<file path="src/rtl/hc_pkg.sv">
`timescale 1ns/1ps
package hc_pkg;
  typedef enum logic [1:0] {
    TIER_MISS  = 2'b00,
    TIER_FAST  = 2'b01,
    TIER_DENSE = 2'b10
  } tier_e;

  typedef enum logic [1:0] {
    ST_IDLE,
    ST_LOOKUP,
    ST_WAIT,
    ST_FILL
  } ctrl_st_e;
endpackage

</file>
<file path="src/rtl/hc_lru.sv">
`timescale 1ns/1ps
// Recency ordering of one set: age 0 is most recent, WAYS-1 the oldest.
module hc_lru #(
  parameter int WAYS = 4,
  localparam int WAY_W = $clog2(WAYS)
) (
  input  logic             clk,
  input  logic             rst,
  input  logic             touch,
  input  logic [WAY_W-1:0] touch_way,
  output logic [WAY_W-1:0] oldest
);
  logic [WAY_W-1:0] age [WAYS];

  always_ff @(posedge clk) begin
    if (rst) begin
      for (int w = 0; w < WAYS; w++) age[w] <= WAY_W'(w);
    end else if (touch) begin
      for (int w = 0; w < WAYS; w++) begin
        if (WAY_W'(w) == touch_way) age[w] <= '0;
        else if (age[w] < age[touch_way]) age[w] <= age[w] + 1'b1;
      end
    end
  end

  always_comb begin
    oldest = '0;
    for (int w = 0; w < WAYS; w++)
      if (age[w] == WAY_W'(WAYS - 1)) oldest = WAY_W'(w);
  end
endmodule

</file>
<file path="src/rtl/hc_tier.sv">
`timescale 1ns/1ps
// One storage tier: set-associative tag/data array with a single write port.
// Lookup and write share the set index; every write makes the way most recent.
module hc_tier #(
  parameter int SETS   = 2,
  parameter int WAYS   = 2,
  parameter int TAG_W  = 5,
  parameter int DATA_W = 8,
  localparam int SET_W = $clog2(SETS),
  localparam int WAY_W = $clog2(WAYS)
) (
  input  logic              clk,
  input  logic              rst,
  input  logic [SET_W-1:0]  lk_set,
  input  logic [TAG_W-1:0]  lk_tag,
  output logic              hit,
  output logic [WAY_W-1:0]  hit_way,
  output logic              hit_dirty,
  output logic [DATA_W-1:0] hit_data,
  output logic [WAY_W-1:0]  vic_way,
  output logic              vic_valid,
  output logic              vic_dirty,
  output logic [TAG_W-1:0]  vic_tag,
  output logic [DATA_W-1:0] vic_data,
  input  logic              wr_en,
  input  logic [WAY_W-1:0]  wr_way,
  input  logic              wr_valid,
  input  logic [TAG_W-1:0]  wr_tag,
  input  logic              wr_dirty,
  input  logic [DATA_W-1:0] wr_data
);
  logic              vld [SETS][WAYS];
  logic              drt [SETS][WAYS];
  logic [TAG_W-1:0]  tg  [SETS][WAYS];
  logic [DATA_W-1:0] dat [SETS][WAYS];
  logic [WAY_W-1:0]  oldest [SETS];

  always_ff @(posedge clk) begin
    if (rst) begin
      for (int s = 0; s < SETS; s++)
        for (int w = 0; w < WAYS; w++) vld[s][w] <= 1'b0;
    end else if (wr_en) begin
      vld[lk_set][wr_way] <= wr_valid;
    end
  end

  always_ff @(posedge clk) begin
    if (wr_en) begin
      drt[lk_set][wr_way] <= wr_dirty;
      tg[lk_set][wr_way]  <= wr_tag;
      dat[lk_set][wr_way] <= wr_data;
    end
  end

  for (genvar s = 0; s < SETS; s++) begin : g_set
    hc_lru #(.WAYS(WAYS)) u_lru (
      .clk       (clk),
      .rst       (rst),
      .touch     (wr_en && (lk_set == SET_W'(s))),
      .touch_way (wr_way),
      .oldest    (oldest[s])
    );
  end

  always_comb begin
    hit     = 1'b0;
    hit_way = '0;
    for (int w = 0; w < WAYS; w++) begin
      if (vld[lk_set][w] && tg[lk_set][w] == lk_tag) begin
        hit     = 1'b1;
        hit_way = WAY_W'(w);
      end
    end
    hit_dirty = drt[lk_set][hit_way];
    hit_data  = dat[lk_set][hit_way];
    // an empty way is preferred; otherwise the least recently used one
    vic_way = oldest[lk_set];
    for (int w = WAYS - 1; w >= 0; w--)
      if (!vld[lk_set][w]) vic_way = WAY_W'(w);
    vic_valid = vld[lk_set][vic_way];
    vic_dirty = drt[lk_set][vic_way];
    vic_tag   = tg[lk_set][vic_way];
    vic_data  = dat[lk_set][vic_way];
  end
endmodule

</file>
<file path="src/rtl/hybrid_cache_ctrl.sv">
`timescale 1ns/1ps
module hybrid_cache_ctrl
  import hc_pkg::*;
#(
  parameter int ADDR_W     = 6,
  parameter int DATA_W     = 8,
  parameter int SETS       = 2,
  parameter int FAST_WAYS  = 2,
  parameter int DENSE_WAYS = 4,
  parameter int FAST_LAT   = 2,
  parameter int DENSE_LAT  = 4
) (
  input  logic              clk,
  input  logic              rst,
  input  logic              req_valid,
  output logic              req_ready,
  input  logic              req_write,
  input  logic [ADDR_W-1:0] req_addr,
  input  logic [DATA_W-1:0] req_wdata,
  output logic              rsp_valid,
  output logic [1:0]        rsp_tier,
  output logic [DATA_W-1:0] rsp_rdata,
  output logic              fill_req,
  output logic [ADDR_W-1:0] fill_addr,
  input  logic              fill_valid,
  input  logic [DATA_W-1:0] fill_data,
  output logic              wb_valid,
  output logic [ADDR_W-1:0] wb_addr,
  output logic [DATA_W-1:0] wb_data
);
  localparam int SET_W  = $clog2(SETS);
  localparam int TAG_W  = ADDR_W - SET_W;
  localparam int FWAY_W = $clog2(FAST_WAYS);
  localparam int DWAY_W = $clog2(DENSE_WAYS);
  localparam int CNT_W  = $clog2(DENSE_LAT + 1);

  ctrl_st_e          state;
  logic [SET_W-1:0]  a_set;
  logic [TAG_W-1:0]  a_tag;
  logic              a_wr;
  logic [DATA_W-1:0] a_wdata;
  logic [CNT_W-1:0]  wait_cnt;
  logic [DWAY_W-1:0] vic_q;
  logic [DATA_W-1:0] new_data;

  logic              f_hit, f_hit_dirty, f_vic_valid, f_vic_dirty;
  logic [FWAY_W-1:0] f_hit_way, f_vic_way;
  logic [DATA_W-1:0] f_hit_data, f_vic_data;
  logic [TAG_W-1:0]  f_vic_tag;
  logic              d_hit, d_hit_dirty, d_vic_valid, d_vic_dirty;
  logic [DWAY_W-1:0] d_hit_way, d_vic_way;
  logic [DATA_W-1:0] d_hit_data, d_vic_data;
  logic [TAG_W-1:0]  d_vic_tag;

  logic              f_wr_en, f_wr_dirty;
  logic [FWAY_W-1:0] f_wr_way;
  logic              d_wr_en, d_wr_valid, d_wr_dirty;
  logic [DWAY_W-1:0] d_wr_way;
  logic [TAG_W-1:0]  d_wr_tag;
  logic [DATA_W-1:0] d_wr_data;

  wire in_lookup = (state == ST_LOOKUP);
  wire in_fill   = (state == ST_FILL);

  assign req_ready = (state == ST_IDLE);

  always_comb begin
    if (a_wr)         new_data = a_wdata;
    else if (in_fill) new_data = fill_data;
    else if (f_hit)   new_data = f_hit_data;
    else              new_data = d_hit_data;
  end

  // fast tier: refresh on a fast hit, receive the line on a promotion
  assign f_wr_en    = in_lookup && (f_hit || d_hit);
  assign f_wr_way   = f_hit ? f_hit_way : f_vic_way;
  assign f_wr_dirty = a_wr | (f_hit ? f_hit_dirty : d_hit_dirty);

  // dense tier: demoted fast victim takes the freed slot, or a fill installs
  assign d_wr_en    = (in_lookup && !f_hit && d_hit) || (in_fill && fill_valid);
  assign d_wr_way   = in_fill ? vic_q : d_hit_way;
  assign d_wr_valid = in_fill | f_vic_valid;
  assign d_wr_tag   = in_fill ? a_tag : f_vic_tag;
  assign d_wr_dirty = in_fill ? a_wr : f_vic_dirty;
  assign d_wr_data  = in_fill ? new_data : f_vic_data;

  hc_tier #(.SETS(SETS), .WAYS(FAST_WAYS), .TAG_W(TAG_W), .DATA_W(DATA_W)) u_fast (
    .clk(clk), .rst(rst), .lk_set(a_set), .lk_tag(a_tag),
    .hit(f_hit), .hit_way(f_hit_way), .hit_dirty(f_hit_dirty), .hit_data(f_hit_data),
    .vic_way(f_vic_way), .vic_valid(f_vic_valid), .vic_dirty(f_vic_dirty),
    .vic_tag(f_vic_tag), .vic_data(f_vic_data),
    .wr_en(f_wr_en), .wr_way(f_wr_way), .wr_valid(1'b1), .wr_tag(a_tag),
    .wr_dirty(f_wr_dirty), .wr_data(new_data)
  );

  hc_tier #(.SETS(SETS), .WAYS(DENSE_WAYS), .TAG_W(TAG_W), .DATA_W(DATA_W)) u_dense (
    .clk(clk), .rst(rst), .lk_set(a_set), .lk_tag(a_tag),
    .hit(d_hit), .hit_way(d_hit_way), .hit_dirty(d_hit_dirty), .hit_data(d_hit_data),
    .vic_way(d_vic_way), .vic_valid(d_vic_valid), .vic_dirty(d_vic_dirty),
    .vic_tag(d_vic_tag), .vic_data(d_vic_data),
    .wr_en(d_wr_en), .wr_way(d_wr_way), .wr_valid(d_wr_valid), .wr_tag(d_wr_tag),
    .wr_dirty(d_wr_dirty), .wr_data(d_wr_data)
  );

  always_ff @(posedge clk) begin
    if (rst) begin
      state     <= ST_IDLE;
      rsp_valid <= 1'b0;
      rsp_tier  <= TIER_MISS;
      rsp_rdata <= '0;
      fill_req  <= 1'b0;
      fill_addr <= '0;
      wb_valid  <= 1'b0;
      wb_addr   <= '0;
      wb_data   <= '0;
      wait_cnt  <= '0;
      vic_q     <= '0;
      a_set     <= '0;
      a_tag     <= '0;
      a_wr      <= 1'b0;
      a_wdata   <= '0;
    end else begin
      rsp_valid <= 1'b0;
      wb_valid  <= 1'b0;
      case (state)
        ST_IDLE: if (req_valid) begin
          a_set   <= req_addr[SET_W-1:0];
          a_tag   <= req_addr[ADDR_W-1:SET_W];
          a_wr    <= req_write;
          a_wdata <= req_wdata;
          state   <= ST_LOOKUP;
        end
        ST_LOOKUP: begin
          rsp_rdata <= new_data;
          if (f_hit) begin
            rsp_tier <= TIER_FAST;
            wait_cnt <= CNT_W'(FAST_LAT - 2);
            state    <= ST_WAIT;
          end else if (d_hit) begin
            rsp_tier <= TIER_DENSE;
            wait_cnt <= CNT_W'(DENSE_LAT - 2);
            state    <= ST_WAIT;
          end else begin
            rsp_tier  <= TIER_MISS;
            vic_q     <= d_vic_way;
            fill_req  <= 1'b1;
            fill_addr <= {a_tag, a_set};
            state     <= ST_FILL;
            if (d_vic_valid && d_vic_dirty) begin
              wb_valid <= 1'b1;
              wb_addr  <= {d_vic_tag, a_set};
              wb_data  <= d_vic_data;
            end
          end
        end
        ST_WAIT: begin
          if (wait_cnt == '0) begin
            rsp_valid <= 1'b1;
            state     <= ST_IDLE;
          end else begin
            wait_cnt <= wait_cnt - 1'b1;
          end
        end
        ST_FILL: if (fill_valid) begin
          fill_req  <= 1'b0;
          rsp_valid <= 1'b1;
          rsp_rdata <= new_data;
          state     <= ST_IDLE;
        end
        default: state <= ST_IDLE;
      endcase
    end
  end
endmodule

</file>
<file path="config.mk">
export PLATFORM = sky130hd
export DESIGN_NAME = hybrid_cache_ctrl
export DESIGN_NICKNAME = d
export VERILOG_FILES = /design/src/rtl/hc_pkg.sv /design/src/rtl/hc_lru.sv /design/src/rtl/hc_tier.sv /design/src/rtl/hybrid_cache_ctrl.sv
export SDC_FILE = /design/constraint.sdc
export NUM_CORES = 1
export LEC_CHECK = 0
export BUFFER_PORTS_ARGS = -buffer_cell sky130_fd_sc_hd__clkbuf_2
export CELL_PAD_IN_SITES_DETAIL_PLACEMENT = 0
export CELL_PAD_IN_SITES_GLOBAL_PLACEMENT = 1
export CORE_UTILIZATION = 40
export CTS_BUF_LIST = sky130_fd_sc_hd__clkbuf_4
export DETAILED_ROUTE_END_ITERATION = 10
export PLACE_DENSITY = 0.75
export SLEW_MARGIN = 0
export SYNTH_ARGS = -nofsm -noshare
export SYNTH_HDL_FRONTEND = slang
export SYNTH_SLANG_ARGS = --single-unit
</file>
<file path="constraint.sdc">
create_clock -name clk -period 3 [get_ports clk]
set_input_delay 0.45 -clock clk [delete_from_list [all_inputs] [get_ports clk]]
set_output_delay 0.45 -clock clk [all_outputs]
set_load 0.05 [all_outputs]
</file>
# Yosys cells after proc, flatten, opt, wreduce, memory -nomap -nowiden

Memory sizes are Yosys's and may differ from the RTL's. A register that Yosys moved wholly into a read port is not among the register bits.
Index checks and enable logic that the tools add are counted.

Bits in latches: 0
Bits in registers: 55
ROM bits: 0
Output and inout bits: 34
Memories: 12
RAM bits: 200

Divide/modulo/power cells: 0
Reduce and logical (&&, ||, !) cells: 35
Muxes and demuxes: 271
Bitwise gates (word level): 37
$mul: 0
Add/sub/neg operators: 13
Shift-type cells: 0
Equality and inequality tests: 25
Order comparisons: 21

Memory list:

| name                       | depth | width | read ports | clocked after memory_dff | write ports | line          | RTL |
|---|---|---|---|---|---|---|---|
| u_dense.dat                | 2     | 32    | 1          | 1                        | 1           | hc_tier.sv:35 | `logic [DATA_W-1:0] dat [SETS][WAYS];` |
| u_dense.tg                 | 2     | 20    | 1          | 1                        | 1           | hc_tier.sv:34 | `logic [TAG_W-1:0] tg [SETS][WAYS];` |
| u_fast.dat                 | 2     | 16    | 1          | 1                        | 1           | hc_tier.sv:35 |  |
| u_fast.tg                  | 2     | 10    | 1          | 1                        | 1           | hc_tier.sv:34 |  |
| u_dense.drt                | 2     | 4     | 1          | 1                        | 1           | hc_tier.sv:33 | `logic drt [SETS][WAYS];` |
| u_dense.g_set[0].u_lru.age | 4     | 2     | 5          | 0                        | 4           | hc_lru.sv:13  | `logic [WAY_W-1:0] age [WAYS];` |
| +6 memories                | -     | -     | -          | -                        | -           | -             |  |

Operator list:

| operator                                                 | number |
|---|---|
| 2-to-1 mux 1 bit                                         | 179 |
| 2-to-1 mux 8 bit                                         | 17 |
| 2-to-1 mux 2 bit                                         | 39 |
| 2-to-1 mux 5 bit                                         | 8 |
| binary-select mux 8 bit (select 2 bit)                   | 2 |
| 2-to-1 mux 32 bit                                        | 1 |
| == test 5 bit                                            | 6 |
| OR 1 bit                                                 | 26 |
| 2-to-1 mux 20 bit                                        | 1 |
| logical AND 1 bit                                        | 17 |
| adder 2 x 1 -> 2 bit, second input constant              | 8 |
| demux 8 bit (select 2 bit)                               | 1 |
| == test 2 bit, second input constant                     | 8 |
| less-than comparator 2 bit                               | 8 |
| 2-to-1 mux 16 bit                                        | 1 |
| 2-to-1 mux 4 bit                                         | 4 |
| one-hot mux 8 bit (2 select lines)                       | 1 |
| != test 2 bit, second input constant                     | 6 |
| binary-select mux 5 bit (select 2 bit)                   | 1 |
| demux 5 bit (select 2 bit)                               | 1 |
| 2-to-1 mux 10 bit                                        | 1 |
| greater-or-equal comparator 3 bit, second input constant | 3 |
| 2-to-1 mux 3 bit                                         | 3 |
| inverter 2 -> 3 bit                                      | 3 |
| other kinds (30)                                         | 57 |

# Depth between registers and ports, before layout

An unclocked memory read counts as a cell.

Word-level depth: 18
Gate-level depth with buffers: 14
Mapped depth without buffers: 10

# Modules after synthesis

A second synthesis with hierarchy kept.

Cells, all modules: 989
Area, all modules: 12819.8 sq um

Modules (own cells, without submodules):

| module                              | area an instance (sq um) | cells each | sequential area each (sq um) | instances |
|---|---|---|---|---|
| hc_tier (u_dense)                   | 5893.2                   | 395        | 3603.5                       | 1 |
| hc_tier (u_fast)                    | 2753.9                   | 145        | 1801.7                       | 1 |
| hybrid_cache_ctrl                   | 2511.2                   | 293        | 1101.1                       | 1 |
| hc_lru (u_dense.g_set[0].u_lru ...) | 704.4                    | 67         | 240.2                        | 2 |
| hc_lru (u_fast.g_set[0].u_lru ...)  | 126.4                    | 11         | 60.1                         | 2 |

# Worst setup path before layout

Ideal clock, no wire load.

Path type: register to register
Start point: reg with a tool-made name
End point: mem u_fast.dat[1][0] (netlist name), enable pin
Slack: -0.195 ns
Period minus slack after synthesis: 3.195 ns
Stages on the path, launching flop included: 14
Setup time: 0.384 ns
Data arrival time: 2.811 ns
Required time: 2.616 ns
Cell sequence: dfxtp_1 > buf_6 > buf_4 > buf_2 > mux2i_1 > xor2_1 > nand4_1 > nor2_1 > buf_2 > or2_2 > nor2_1 > nor2_1 > nand2_1 > nor2_1

RTL lines:

| what          | line |
|---|---|
| end, declared | hc_tier.sv:35 |

==> results.toml <==
[routing]
top_layer = "met4"
postRouteWirelength_mm = 35.0
post-route-drc-count = 0
drt-initial-drc-count = 638
firstDrtPassIters = 5
wire_per_inst_um = 20.4
viasPerCell = 5.49
ant_nets = 0
wl_met2_mm = 17.4
drt-met1-wl_mm = 14.8
wl_met3_mm = 1.98
routed-via-count = 9417

[logic_synthesis]
synth_area_leaders = "edfxtp_1 (47%), mux4_2 (8.8%), dfxtp_1 (8.7%)"
synth_edf_count = 200
yosysTopAreaCell = "edfxtp_1"
synth-seq-cells = 256
synth_cell_types = 82
synth_area_per_cell_um2 = 12.5
async_reset_ff_share_pct = 0
synth_ff_type = "edfxtp_1"
ys_seq_area_share_pct = 55.6
yosysMostFrequentCell = "edfxtp_1"
synth-warning-count = 0
synth_top_area_share_pct = 46.8
syn_nets = 1059
netlist_instances = 1024
syn_area_mm2 = 0.0128
synth_common_cells = "edfxtp_1 (200), nand2_1 (100), nor2_1 (93)"

[sta]
holdWs_ns = 0.0534
rsz0062_at_grt = "yes"
skew_ns = 0.0587
fin_crit_ns = 3.24
fmaxAchievable_mhz = 308
timing.final.crit_share_pct = 108
worst_pin_slew_ns = 0.803
relSlewSlack_pct = 46.2
tns_ns = -5.93
worst_slack_ns = -0.245
hold_violations = 0
maxSlewViolCount = 0
setup-violations-final = 66

[power_and_ir_drop]
p_leak_uw = 0.00602
powerDensity_mw_per_mm2 = 519
ir_drop_mv = 0.301

[final_layout]
nets = 1289
multi_input_area_mm2 = 0.00570
final_cells = 1715
area_delta_synth_final_pct = 27.6
fin_area_mm2 = 0.0164
fillers = 2696
ff_latch_area_mm2 = 0.00713
drive_gt1_share_pct = 38.2

[cts]
worstSkewPairLatency_ns = 0.73
h-tree-depth = 3
numCtsBuffers = 71
clk_pin_slew_ns = 0.07
cts_tree = "yes"
cts.sinks = 256
clockBufferDepth = 3
cts_root_buffer = "clkbuf_4"

[worst_setup_path]
path_max_fanout = 8
cp_top_family = "buffers and inverters"
path_cells = "buf_12, buf_6, mux2i_2, xor2_1, nand4_1, buf_4, or2_4, a31oi_4, buf_12, buf_12, mux4_2, nand2b_1, a21oi_1, o41a_1"
reg2reg_slack_ns = -0.24
path_buf_inv = 5
path_common_cell = "buf_12"
worstSetupStartpointType = "register"
arrival_ns = 3.67
max_stage_delay_ns = 0.41
cp_slowest_cell = "dfxtp_4"
reg2reg_to = "u_dense.g_set[0].u_lru.age[0][0]"
endpoint = "u_dense.g_set[0].u_lru.age[0][0]"
r2r_cells = 14
cp-end-kind = "register"
cp_num_cells = 14
critical_path_class = "reg2reg"
worstPathRequired_ns = 3.43

[global_route]
grt_pass1_vias = 9591
antenna_found_initial = 1
grt_pass1_wl_mm = 53.3
grtUsageTotal_pct = 21.2
overflow = 0
grt_start_max_net_pins = 65

[placed_design]
io_buffers = 60
place_inst = 1544
dp_hpwl_mm = 23.2
globalplace.congestion = 0.845
post_dp_cell_area_mm2 = 0.0144

[floorplan]
die-area_mm2 = 0.0328
core_area_mm2 = 0.0316
fp.dieH_um = 181
ios = 61
die_w_um = 181
fp-row-count = 65
initial_core_util_pct = 40.6

[outcome]
violations = "setup timing"
status = "finished, violations left"

[job]
max_cap_viol_count = 0

[min_path]
hold_class = "in2reg"
## per-layer routing
layer  GRT usage (%)  vias up
li1                -     4398
met1            27.0     4659
met2            36.2      306
met3            3.97       54
met4            7.19        0
met5               0        -
## cell type report
| class | count | share of cell area [%] |
|---|---|---|
| Antenna cell | 2 | 0.0306 |
| Tap cell | 402 | 3.08 |
| Timing Repair Buffer | 220 | 11.9 |
| Sequential cell | 256 | 43.6 |
| Clock inverter | 22 | 0.796 |
| Multi-Input combinational cell | 672 | 34.9 |
| Inverter | 33 | 0.757 |
| Clock buffer | 108 | 4.96 |
## worst min-delay path, delay by kind of cell
kind / cells / cell delay (ns)
AND/OR/NAND/NOR: 1 / 0.10
buffers and inverters: 1 / 0.08
AO/OA/AOI/OAI: 1 / 0.08
## timing repair
| item | in CTS | in global routing |
|---|---|---|
| gates cloned | 3 | 4 |
| pin swaps | 13 | 9 |
| resized for setup | 49 | 79 |
| endpoints found under the setup margin | 311 | 314 |
| buffers inserted | 10 | 12 |
| hold buffers | 12 | 0 |
| endpoints found under the hold margin | 12 | 0 |
## layout by cell type, fill, tap and decap left out, types with 12 or more instances in the layout
master	n
buf_4	111
inv_1	30
edfxtp_1	200
clkbuf_2	60
buf_12	18
clkinv_1	14
nand2_1	95
mux4_2	50
nor2_1	77
a21oi_1	43
nor3_1	14
dfxtp_1	55
dlygate4sd3_1	12
mux2i_1	70
nand2b_1	18
clkbuf_4	108
nor2_2	14
o21ai_0	26
xor2_1	19
## stage by stage
step	setup WS [ns]	util (%)	power, uW
2_1_floorplan	-0.195	-	4770
3_3_place_gp	-0.174	45.8	5130
3_5_place_dp	-0.248	45.8	5140
4_1_cts	-0.0725	50.3	8500
5_1_grt	-0.338	51.8	8840
6_report	-0.245	51.8	8480
## worst min-delay path by stage
stage	from	end	slack, ns	cells past startpoint
after floorplan	a_wdata[7]	a_wdata[7]	0.44	2
after global placement	a_wdata[2]	a_wdata[2]	0.45	2
after detailed placement	a_wdata[1]	a_wdata[1]	0.45	2
after CTS	req_addr[5]	a_tag[4]	0.02	3
after global routing	req_addr[3]	a_tag[2]	0.02	3
final	req_addr[5]	a_tag[4]	0.05	3
## power breakdown
part	internal, uW	leakage [uW]	switching, uW
combinational	522	0.00320	697
clock	1750	0.000558	1520
sequential	3930	0.00226	64.2
## sequential cells by signal, indices dropped and copies added (netlist names), 2 cells and up, named ones only
| name | flops |
|---|---|
| u_dense.drt | 8 |
| a_tag | 5 |
| state | 2 |
| wb_data | 8 |
| u_fast.dat | 32 |
| rsp_rdata | 8 |
| u_fast.g_set.u_lru.age | 4 |
| u_dense.vld | 8 |
| fill_addr | 6 |
| u_fast.vld | 4 |
| wait_cnt | 3 |
| u_dense.g_set.u_lru.age | 16 |
| rsp_tier | 2 |
| vic_q | 2 |
| u_dense.tg | 40 |
| wb_addr | 6 |
| u_dense.dat | 64 |
| a_wdata | 8 |
| u_fast.drt | 4 |
| u_fast.tg | 20 |
## logic make-up after synthesis
family / share of synthesized area [%]
AO/OA/AOI/OAI: 10.4
XOR/XNOR: 1.78
adder cells (fa/ha/maj): 1.11
buffers and inverters: 3.57
flip-flops: 55.6
multiplexers: 16.4
AND/OR/NAND/NOR: 11.1
Power figures use the tool's default switching activity.
